`config.mk`:
```
export PLATFORM = sky130hd
export DESIGN_NAME = cvt_serial_port
export DESIGN_NICKNAME = d
export VERILOG_FILES = /design/src/rtl/cvt_pkg.sv /design/src/rtl/cvt_sync.sv /design/src/rtl/cvt_frame.sv /design/src/rtl/cvt_regs.sv /design/src/rtl/cvt_serial_port.sv
export SDC_FILE = /design/constraint.sdc
export NUM_CORES = 1
export LEC_CHECK = 0
export BUFFER_PORTS_ARGS = -buffer_cell sky130_fd_sc_hd__buf_2
export CAP_MARGIN = 0
export CORE_MARGIN = 2
export CORE_UTILIZATION = 25
export CTS_CLUSTER_SIZE = 40
export DETAILED_ROUTE_END_ITERATION = 7
export HOLD_SLACK_MARGIN = 0.15
export PLACE_DENSITY_LB_ADDON = 0.15
export SLEW_MARGIN = 30
export SYNTH_ARGS = -nofsm -noshare
export SYNTH_HDL_FRONTEND = slang
export SYNTH_SLANG_ARGS = --single-unit
```
`constraint.sdc`:
```
create_clock -name clk -period 2.68 [get_ports clk]
set_input_delay 0.268 -clock clk [delete_from_list [all_inputs] [get_ports clk]]
set_output_delay 0.268 -clock clk [all_outputs]
set_load 0.01 [all_outputs]
```
`src/rtl/cvt_pkg.sv`:
```
package cvt_pkg;

    typedef enum logic [2:0] {
        SEL_STATUS = 3'd0,
        SEL_MODE   = 3'd1,
        SEL_SETUP  = 3'd2,
        SEL_RESULT = 3'd3
    } reg_sel_e;

    typedef enum logic [1:0] {
        PH_CMD = 2'd0,
        PH_WR  = 2'd1,
        PH_RD  = 2'd2
    } phase_e;

    typedef enum logic [1:0] {
        NOTCH_NONE = 2'd0,
        NOTCH_60   = 2'd1,
        NOTCH_50   = 2'd2,
        NOTCH_BOTH = 2'd3
    } notch_e;

    // command byte, MSB first on the wire
    typedef struct packed {
        logic     wen_n;
        logic     rd;
        reg_sel_e sel;
        logic     stream;
        logic [1:0] spare;
    } cmd_t;

    localparam int          CMD_W      = 8;
    localparam int          STAT_W     = 8;
    localparam int          CTRL_W     = 16;
    localparam logic [15:0] MODE_RST   = 16'h000A;
    localparam logic [15:0] SETUP_RST  = 16'h0710;
    localparam logic [7:0]  STREAM_END = 8'h58;

    function automatic notch_e notch_of(input logic [3:0] fs);
        case (fs)
            4'b1000: return NOTCH_60;
            4'b1001: return NOTCH_50;
            4'b1010: return NOTCH_BOTH;
            default: return NOTCH_NONE;
        endcase
    endfunction

    function automatic int unsigned sel_len(input reg_sel_e s, input int unsigned dw);
        case (s)
            SEL_MODE, SEL_SETUP: return CTRL_W;
            SEL_RESULT:          return dw;
            default:             return STAT_W;
        endcase
    endfunction

endpackage

```
`src/rtl/cvt_sync.sv`:
```
module cvt_sync #(
    parameter int STAGES = 2
) (
    input  logic clk,
    input  logic rst,
    input  logic cs_n,
    input  logic sclk,
    input  logic din,
    output logic frame_on,
    output logic frame_end,
    output logic sclk_rise,
    output logic sclk_fall,
    output logic din_s
);
    localparam int TOP = STAGES - 1;

    logic [STAGES-1:0] cs_p, ck_p, d_p;
    logic              ck_last, cs_last;

    always_ff @(posedge clk) begin
        if (rst) begin
            cs_p    <= '1;
            ck_p    <= '1;
            d_p     <= '0;
            ck_last <= 1'b1;
            cs_last <= 1'b1;
        end else begin
            cs_p    <= {cs_p[STAGES-2:0], cs_n};
            ck_p    <= {ck_p[STAGES-2:0], sclk};
            d_p     <= {d_p[STAGES-2:0], din};
            ck_last <= ck_p[TOP];
            cs_last <= cs_p[TOP];
        end
    end

    assign frame_on  = !cs_p[TOP];
    assign frame_end = cs_p[TOP] && !cs_last;
    assign sclk_rise = frame_on && ck_p[TOP] && !ck_last;
    assign sclk_fall = frame_on && !ck_p[TOP] && ck_last;
    assign din_s     = d_p[TOP];

endmodule

```
`src/rtl/cvt_frame.sv`:
```
module cvt_frame
    import cvt_pkg::*;
#(
    parameter int DATA_W = 24,
    localparam int MAXW  = (DATA_W > CTRL_W) ? DATA_W : CTRL_W,
    localparam int CW    = $clog2(MAXW + 1)
) (
    input  logic              clk,
    input  logic              rst,
    input  logic              frame_on,
    input  logic              frame_end,
    input  logic              sclk_rise,
    input  logic              sclk_fall,
    input  logic              din_s,
    input  logic [MAXW-1:0]   rd_word,
    input  logic              rdy_n,
    output reg_sel_e          sel,
    output logic              wr_stb,
    output logic [CTRL_W-1:0] wr_data,
    output logic              rd_done,
    output logic              stream_on,
    output logic              dout
);
    phase_e              ph;
    logic [CW-1:0]       cnt, len;
    logic [CTRL_W-2:0]   rx;
    logic [MAXW-1:0]     tx;
    logic                started, quit;
    cmd_t                cmd_now;
    logic                last_bit, end_now;

    assign cmd_now  = cmd_t'({rx[CMD_W-2:0], din_s});
    assign last_bit = (cnt == len - CW'(1));
    assign end_now  = stream_on && (cnt == CW'(CMD_W - 1)) &&
                      ({rx[CMD_W-2:0], din_s} == STREAM_END);

    always_ff @(posedge clk) begin
        if (rst) begin
            ph        <= PH_CMD;
            cnt       <= '0;
            len       <= CW'(CMD_W);
            sel       <= SEL_STATUS;
            rx        <= '0;
            tx        <= '0;
            started   <= 1'b0;
            quit      <= 1'b0;
            stream_on <= 1'b0;
            wr_stb    <= 1'b0;
            wr_data   <= '0;
            rd_done   <= 1'b0;
        end else begin
            wr_stb  <= 1'b0;
            rd_done <= 1'b0;
            if (!frame_on) begin
                // frame closed or aborted: drop partial word
                cnt     <= '0;
                started <= 1'b0;
                quit    <= 1'b0;
                if (stream_on) begin
                    ph  <= PH_RD;
                    sel <= SEL_RESULT;
                    len <= CW'(DATA_W);
                end else begin
                    ph  <= PH_CMD;
                end
            end else if (sclk_rise) begin
                rx <= {rx[CTRL_W-3:0], din_s};
                case (ph)
                    PH_CMD: begin
                        if (cnt == CW'(CMD_W - 1)) begin
                            cnt <= '0;
                            if (!cmd_now.wen_n) begin
                                sel <= cmd_now.sel;
                                len <= CW'(sel_len(cmd_now.sel, DATA_W));
                                if (cmd_now.rd) begin
                                    ph      <= PH_RD;
                                    started <= 1'b0;
                                    if (cmd_now.sel == SEL_RESULT && cmd_now.stream)
                                        stream_on <= 1'b1;
                                end else begin
                                    ph <= PH_WR;
                                end
                            end
                        end else begin
                            cnt <= cnt + CW'(1);
                        end
                    end
                    PH_WR: begin
                        if (last_bit) begin
                            wr_stb  <= 1'b1;
                            wr_data <= {rx, din_s};
                            ph      <= PH_CMD;
                            cnt     <= '0;
                        end else begin
                            cnt <= cnt + CW'(1);
                        end
                    end
                    PH_RD: begin
                        if (end_now) quit <= 1'b1;
                        if (last_bit) begin
                            rd_done <= 1'b1;
                            started <= 1'b0;
                            cnt     <= '0;
                            quit    <= 1'b0;
                            if (stream_on && !(quit || end_now)) begin
                                ph <= PH_RD;
                            end else begin
                                ph        <= PH_CMD;
                                stream_on <= 1'b0;
                            end
                        end else begin
                            cnt <= cnt + CW'(1);
                        end
                    end
                    default: ph <= PH_CMD;
                endcase
            end else if (sclk_fall && ph == PH_RD) begin
                if (!started && cnt == '0) begin
                    tx      <= rd_word << (CW'(MAXW) - len);
                    started <= 1'b1;
                end else if (started) begin
                    tx <= tx << 1;
                end
            end
        end
    end

    assign dout = (ph == PH_RD && started) ? tx[MAXW-1] : rdy_n;

    // read shift moves only on a detected falling edge
    assert_tx_edge_R13: assert property (@(posedge clk) disable iff (rst)
        !sclk_fall |=> $stable(tx));

    // a closed frame leaves the port at a command or stream boundary
    assert_abort_R11: assert property (@(posedge clk) disable iff (rst)
        frame_end |=> (ph == PH_CMD) || stream_on);

endmodule

```
`src/rtl/cvt_regs.sv`:
```
module cvt_regs
    import cvt_pkg::*;
#(
    parameter int DATA_W = 24,
    localparam int MAXW  = (DATA_W > CTRL_W) ? DATA_W : CTRL_W
) (
    input  logic              clk,
    input  logic              rst,
    input  reg_sel_e          sel,
    input  logic              wr_stb,
    input  logic [CTRL_W-1:0] wr_data,
    input  logic              rd_done,
    input  logic              stream_on,
    input  logic              conv_done,
    input  logic [DATA_W-1:0] conv_word,
    input  logic              upd_near,
    output logic [MAXW-1:0]   rd_word,
    output logic              rdy_n,
    output logic [3:0]        rate_code,
    output notch_e            notch
);
    logic [CTRL_W-1:0] mode_q, setup_q;
    logic [DATA_W-1:0] result_q;
    logic              fresh;

    always_ff @(posedge clk) begin
        if (rst) begin
            mode_q   <= MODE_RST;
            setup_q  <= SETUP_RST;
            result_q <= '0;
            fresh    <= 1'b0;
            rdy_n    <= 1'b1;
        end else begin
            if (wr_stb) begin
                case (sel)
                    SEL_MODE:  mode_q  <= wr_data;
                    SEL_SETUP: setup_q <= wr_data;
                    default:   ;
                endcase
            end
            if (conv_done) begin
                result_q <= conv_word;
                fresh    <= 1'b1;
                rdy_n    <= 1'b0;
            end else begin
                if (rd_done && sel == SEL_RESULT) begin
                    fresh <= 1'b0;
                    rdy_n <= 1'b1;
                end
                if (upd_near) rdy_n <= 1'b1;
            end
        end
    end

    always_comb begin
        case (sel)
            SEL_STATUS: rd_word = MAXW'({rdy_n, stream_on, 6'b0});
            SEL_MODE:   rd_word = MAXW'(mode_q);
            SEL_SETUP:  rd_word = MAXW'(setup_q);
            SEL_RESULT: rd_word = (stream_on && !fresh) ? MAXW'({DATA_W{1'b1}})
                                                        : MAXW'(result_q);
            default:    rd_word = '0;
        endcase
    end

    assign rate_code = mode_q[3:0];
    assign notch     = notch_of(mode_q[3:0]);

    // a finished conversion pulls ready low
    assert_rdy_low_R5: assert property (@(posedge clk) disable iff (rst)
        conv_done |=> !rdy_n);

    // finishing a result read releases ready
    assert_rdy_clear_R6: assert property (@(posedge clk) disable iff (rst)
        (rd_done && sel == SEL_RESULT && !conv_done) |=> rdy_n);

    // imminent update releases ready
    assert_rdy_upd_R7: assert property (@(posedge clk) disable iff (rst)
        (upd_near && !conv_done) |=> rdy_n);

    // a mode write reaches the rate field
    assert_mode_wr_R3: assert property (@(posedge clk) disable iff (rst)
        (wr_stb && sel == SEL_MODE) |=> (rate_code == $past(wr_data[3:0])));

endmodule

```
`src/rtl/cvt_serial_port.sv`:
```
module cvt_serial_port
    import cvt_pkg::*;
#(
    parameter int DATA_W = 24,
    localparam int MAXW  = (DATA_W > CTRL_W) ? DATA_W : CTRL_W
) (
    input  logic              clk,
    input  logic              rst,
    input  logic              cs_n,
    input  logic              sclk,
    input  logic              din,
    output logic              dout,
    output logic              dout_oe,
    input  logic              conv_done,
    input  logic [DATA_W-1:0] conv_word,
    input  logic              upd_near,
    output logic [3:0]        rate_code,
    output logic [1:0]        notch
);
    logic              frame_on, frame_end, sclk_rise, sclk_fall, din_s;
    reg_sel_e          sel;
    logic              wr_stb, rd_done, stream_on, rdy_n;
    logic [CTRL_W-1:0] wr_data;
    logic [MAXW-1:0]   rd_word;
    notch_e            notch_q;

    cvt_sync #(.STAGES(2)) u_sync (
        .clk       (clk),
        .rst       (rst),
        .cs_n      (cs_n),
        .sclk      (sclk),
        .din       (din),
        .frame_on  (frame_on),
        .frame_end (frame_end),
        .sclk_rise (sclk_rise),
        .sclk_fall (sclk_fall),
        .din_s     (din_s)
    );

    cvt_frame #(.DATA_W(DATA_W)) u_frame (
        .clk       (clk),
        .rst       (rst),
        .frame_on  (frame_on),
        .frame_end (frame_end),
        .sclk_rise (sclk_rise),
        .sclk_fall (sclk_fall),
        .din_s     (din_s),
        .rd_word   (rd_word),
        .rdy_n     (rdy_n),
        .sel       (sel),
        .wr_stb    (wr_stb),
        .wr_data   (wr_data),
        .rd_done   (rd_done),
        .stream_on (stream_on),
        .dout      (dout)
    );

    cvt_regs #(.DATA_W(DATA_W)) u_regs (
        .clk       (clk),
        .rst       (rst),
        .sel       (sel),
        .wr_stb    (wr_stb),
        .wr_data   (wr_data),
        .rd_done   (rd_done),
        .stream_on (stream_on),
        .conv_done (conv_done),
        .conv_word (conv_word),
        .upd_near  (upd_near),
        .rd_word   (rd_word),
        .rdy_n     (rdy_n),
        .rate_code (rate_code),
        .notch     (notch_q)
    );

    assign dout_oe = frame_on;
    assign notch   = notch_q;

endmodule

```
==> results by stage <==
Logic synthesis:
- The register bit count reported by yosys is 137.
- After synthesis the cells add up to 6178 um^2.
- Sequential cells were found to cover 44.39% of the synthesized design area.
- During synthesis, Yosys emitted a total of 0 warnings.
- The main flop type after synthesis is sky130_fd_sc_hd__dfxtp_1.
- The count of flip-flops with a built-in enable after synthesis is 0.
- The post-synthesis net count is 779.
- Synthesis produced a netlist whose cell count is 742.
- Counting flops with an async set or reset pin after synthesis yields a share of 0%.
- Averaged over all synthesized cells, the footprint is 8.327 um^2.
- The number of distinct library cells after synthesis is 59.

CTS:
- The insertion delay of the later-clocked pin in the worst-skew pair is 420 ps.
- CTS saw 137 sinks.
- The clock tree from TritonCTS is yes.
- The count of instances resized after the clock tree is built is 0.
- The H-tree generated during clock tree synthesis spans 4 levels.
- After clock tree synthesis, the clock-pin slew on the worst setup and hold paths is 60 ps.
- No sink is reached through more buffers than the 2 on the longest clock path.
- The TritonCTS buffer count is 17.
- The clock root buffer master is sky130_fd_sc_hd__clkbuf_16.
- The total setup buffers inserted after CTS is 0.

Setup path:
- The start of the worst register-to-register path is u_frame.ph[0].
- Data on the critical path arrives at its endpoint at 2380 ps.
- The sort of element at the end of the critical path is a flip-flop.
- The setup path with the least slack is of type flip-flop to flip-flop.
- The path depth of the worst reg2reg path is 8.
- The largest fanout on the critical path is 14.
- The data required time at the worst endpoint is 2960 ps.
- The last element of the critical path is u_frame.tx[18].
- The slack of the worst reg-to-reg path is 580 ps.
- The element type at the critical path start is a flip-flop.
- The worst register-to-register path ends at u_frame.tx[18].
- The critical path starts at u_frame.ph[0].

STA:
- The maximum operating frequency is 476.4 MHz.
- The post-route minimum period is 2099 ps.
- At the pin with the least slew margin, the transition time is 826.7 ps.
- The max-slew violation total from the final report is 0.
- The sum of negative setup slack is 0 ps.
- Across the routed clock network, the largest skew measured is 12.62 ps.
- In this run the tightest slew margin relative to its limit is 44.89%.
- The part of the cycle the worst path needs is 78.32%.
- Setup repair after global routing left no endpoint under its margin.
- The final-report setup violation count is 0.
- The total count of hold-check failures in the final report is 0.

Floorplan:
- The die span in x is 161.2 um.
- The floorplan row count is 57.
- In this run the standard cell core region covers 24,320 um^2.
- The starting density of the core is 25.41%.
- For this design the top-level I/O count stands at 39.
- The die covers 25,990 um^2.
- The overall die height is 161.2 um.

Detailed routing:
- The via count normalized by instance count is 4.695.
- The number of DRC violations after detailed-routing iteration 0 is 344.
- The number of nets with antenna violations after routing is 0.
- The total DRC errors in the routed layout is 0.
- The first TritonRoute pass finished after 5 iterations.
- The aggregate routed wire length is 18,440 um.
- The detail-routed net length per standard cell is 16.47 um.
- The via total after detailed routing is 5,254.

Status:
- The flow ran to the end, and the final reports show no timing, DRC or antenna violations.

Pwr:
- The maximum vdd ir drop is 0.2962 mV.
- The areal power density over the cells is 621.1 nW/um^2.
- Summed over all cells, the static leakage comes to 2.793 nW.

Cells and area:
- The synthesis-to-finish area growth is 21.18%.
- The net total in the final layout is 819.
- The share of post-route cells with drive strength above 1 is 13.33%.
- At the end of the flow the core is filled with cells to 30.79%.
- The diode insertion count for antenna repair is 0.

Placement:
- After legalization and detailed placement, the total HPWL measured 12,750 um.
- Input and output buffers added on the ports amount to 38.
- Routability-driven placement finished with a final weighted congestion of 0.7818.

GRT:
- The first global-routing pass estimated 29,250 um of wire.
- Entering global routing, the biggest net connects 61 pins.
- Global routing consumed, over all layers together, 14.41% of the routing resources.
- The number of antenna violations at the first check in global routing is 0.
- The remaining global-route overflow is 0.
- The via count of the first global-routing pass is 5,069.

Worst hold path:
- The path category of the worst min-delay check is input port to flip-flop.
- In this run the most critical hold path is launched from rst.

Flow run:
- The total of max-cap violations is 0.
layout by cell type, fill, tap and decap left out, types with 4 or more instances in the layout:
cell type / instances
sky130_fd_sc_hd__nand3_1: 5
sky130_fd_sc_hd__nor4_1: 8
sky130_fd_sc_hd__nand4_1: 4
sky130_fd_sc_hd__nand3b_1: 9
sky130_fd_sc_hd__nor2b_1: 7
sky130_fd_sc_hd__a2111oi_0: 7
sky130_fd_sc_hd__buf_4: 19
sky130_fd_sc_hd__mux2i_1: 43
sky130_fd_sc_hd__clkbuf_1: 4
sky130_fd_sc_hd__dlygate4sd3_1: 28
sky130_fd_sc_hd__buf_2: 37
sky130_fd_sc_hd__a211oi_1: 15
sky130_fd_sc_hd__inv_1: 12
sky130_fd_sc_hd__nor2_1: 104
sky130_fd_sc_hd__clkbuf_8: 4
sky130_fd_sc_hd__a221oi_1: 11
sky130_fd_sc_hd__a31oi_1: 5
sky130_fd_sc_hd__and2_1: 6
sky130_fd_sc_hd__o21ai_0: 10
sky130_fd_sc_hd__clkinv_2: 4
sky130_fd_sc_hd__nand2b_1: 7
sky130_fd_sc_hd__or2_2: 8
sky130_fd_sc_hd__ha_1: 6
sky130_fd_sc_hd__a21oi_1: 71
sky130_fd_sc_hd__nand2_1: 116
sky130_fd_sc_hd__nor3_1: 8
sky130_fd_sc_hd__a22oi_1: 23
sky130_fd_sc_hd__clkbuf_16: 17
sky130_fd_sc_hd__dfxtp_1: 137
sky130_fd_sc_hd__o22ai_1: 15
metal layers:
layer  vias to the layer above  GRT usage (%)  part of all wire (%)  wire length (um)
li1                       2677              -                     -                 -
met1                      2470          19.99                    51              9312
met2                        95          22.67                    45              8291
met3                        12          3.133                   3.1               574
met4                         0          3.856                   1.4               257
met5                         -              0                     0                 0
layout make-up:
cell class / count / area, um^2
inverters: 12 / 45.04
clock inverters: 7 / 66.31
multi-input cells: 529 / 3104
flip-flops and latches: 137 / 2743
fillers: 2606 / 16830
well taps: 324 / 405.4
repair buffers: 85 / 628.1
clock buffers: 25 / 495.5
flip-flops by register name, summed over array words and instances (netlist names):
| register | count |
|---|---|
| u_frame.tx | 24 |
| u_regs.result_q | 24 |
| u_frame.wr_data | 16 |
| u_regs.mode_q | 16 |
| u_regs.setup_q | 16 |
| u_frame.rx | 15 |
| u_frame.cnt | 5 |
| u_frame.sel | 3 |
| u_frame.len | 2 |
| u_frame.ph | 2 |
| u_sync.ck_p | 2 |
| u_sync.cs_p | 2 |
| u_sync.d_p | 2 |
| u_frame.quit | 1 |
| u_frame.rd_done | 1 |
| u_frame.started | 1 |
| u_frame.stream_on | 1 |
| u_frame.wr_stb | 1 |
| u_regs.fresh | 1 |
| u_regs.rdy_n | 1 |
| u_sync.ck_last | 1 |
report_power, final:
part	total, mW	internal (mW)	leakage, nW	switching (mW)
clock network	2.24	1.37	0.277	0.871
registers	2.11	2.07	1.11	0.0331
logic	0.302	0.136	1.41	0.167
total	4.65	3.58	2.79	1.07
worst min path at each step:
stage                                     to  slack, ps  cells past startpoint
after CTS                 u_frame.wr_data[0]        290                      2
after detailed placement      u_sync.cs_p[1]        390                      1
after floorplan               u_sync.ck_p[0]        370                      1
after global routing      u_frame.wr_data[1]        300                      2
after global placement        u_sync.ck_p[1]        390                      1
final                     u_frame.wr_data[1]        300                      2
critical path, cell delays in order, from the launching register on:
cell                       delay, ps
sky130_fd_sc_hd__dfxtp_1         340
sky130_fd_sc_hd__inv_1            80
sky130_fd_sc_hd__ha_1            370
sky130_fd_sc_hd__and4bb_2        380
sky130_fd_sc_hd__o21a_1          190
sky130_fd_sc_hd__buf_4           230
sky130_fd_sc_hd__nand4_1         140
sky130_fd_sc_hd__a21oi_1         150
sky130_fd_sc_hd__nor4_1           70
what timing repair did:
item	CTS	global route
hold buffers	28	0
endpoints found under the setup margin	0	0
endpoints found under the hold margin	28	0
per-stage QoR:
stage               power, mW  instance area (um^2)  worst slack [ps]  hold WS (ps)  std cells
floorplan               2.327                  6178             861.7         371.8        742
global placement        2.427                  6645             561.2         391.8       1059
detailed placement      2.425                  6645             580.9         392.3       1059
CTS                     4.718                  7487             554.6         289.0       1119
global route            4.835                  7487             292.7         301.1       1119
finish                  4.650                  7487             581.0         298.3       1119
synth_stat cells (2+ instances only):
cell type                     n  area share [%]
sky130_fd_sc_hd__o21a_1       2            0.24
sky130_fd_sc_hd__buf_1        3            0.18
sky130_fd_sc_hd__mux2i_1     43             7.0
sky130_fd_sc_hd__a22oi_1     23             2.8
sky130_fd_sc_hd__buf_4        5            0.61
sky130_fd_sc_hd__nand2_1    116             7.0
sky130_fd_sc_hd__clkbuf_1    40             2.4
sky130_fd_sc_hd__a211oi_1    15             1.8
sky130_fd_sc_hd__a221oi_1    11             1.6
sky130_fd_sc_hd__nor3b_1      4            0.49
sky130_fd_sc_hd__mux2_2       3            0.55
sky130_fd_sc_hd__o21bai_1     2            0.24
sky130_fd_sc_hd__buf_2       13             1.1
sky130_fd_sc_hd__ha_1         6             1.2
sky130_fd_sc_hd__nor3_1       8            0.65
sky130_fd_sc_hd__nor2_1     104             6.3
sky130_fd_sc_hd__nand4_1      4            0.40
sky130_fd_sc_hd__o22ai_1     15             1.5
sky130_fd_sc_hd__xnor2_1      3            0.43
sky130_fd_sc_hd__a2111oi_0    7            0.99
sky130_fd_sc_hd__dfxtp_1    137              44
sky130_fd_sc_hd__and2_1       6            0.61
sky130_fd_sc_hd__or2_2        8            0.81
sky130_fd_sc_hd__nand4b_1     2            0.28
sky130_fd_sc_hd__nor4_1       8            0.81
sky130_fd_sc_hd__nand2b_1     7            0.71
sky130_fd_sc_hd__a31oi_1      5            0.51
sky130_fd_sc_hd__nor2b_1      7            0.71
sky130_fd_sc_hd__o21ai_0     10            0.81
sky130_fd_sc_hd__o32ai_1      2            0.28
sky130_fd_sc_hd__buf_6        2            0.36
sky130_fd_sc_hd__nand3_1      5            0.40
sky130_fd_sc_hd__inv_1       12            0.73
sky130_fd_sc_hd__nand3b_1     9             1.1
sky130_fd_sc_hd__a21oi_1     71             5.8
cell families after synthesis:
logic type               after synthesis  synth area share, %
buffers and inverters                 76                5.447
adder cells (fa/ha/maj)                6                1.215
AO/OA/AOI/OAI                        172                17.82
multiplexers                          47                7.878
XOR/XNOR                               4               0.6887
AND/OR/NAND/NOR                      300                22.56
flip-flops                           137                44.39
Note: power is estimated with default switching activity, not from simulation.
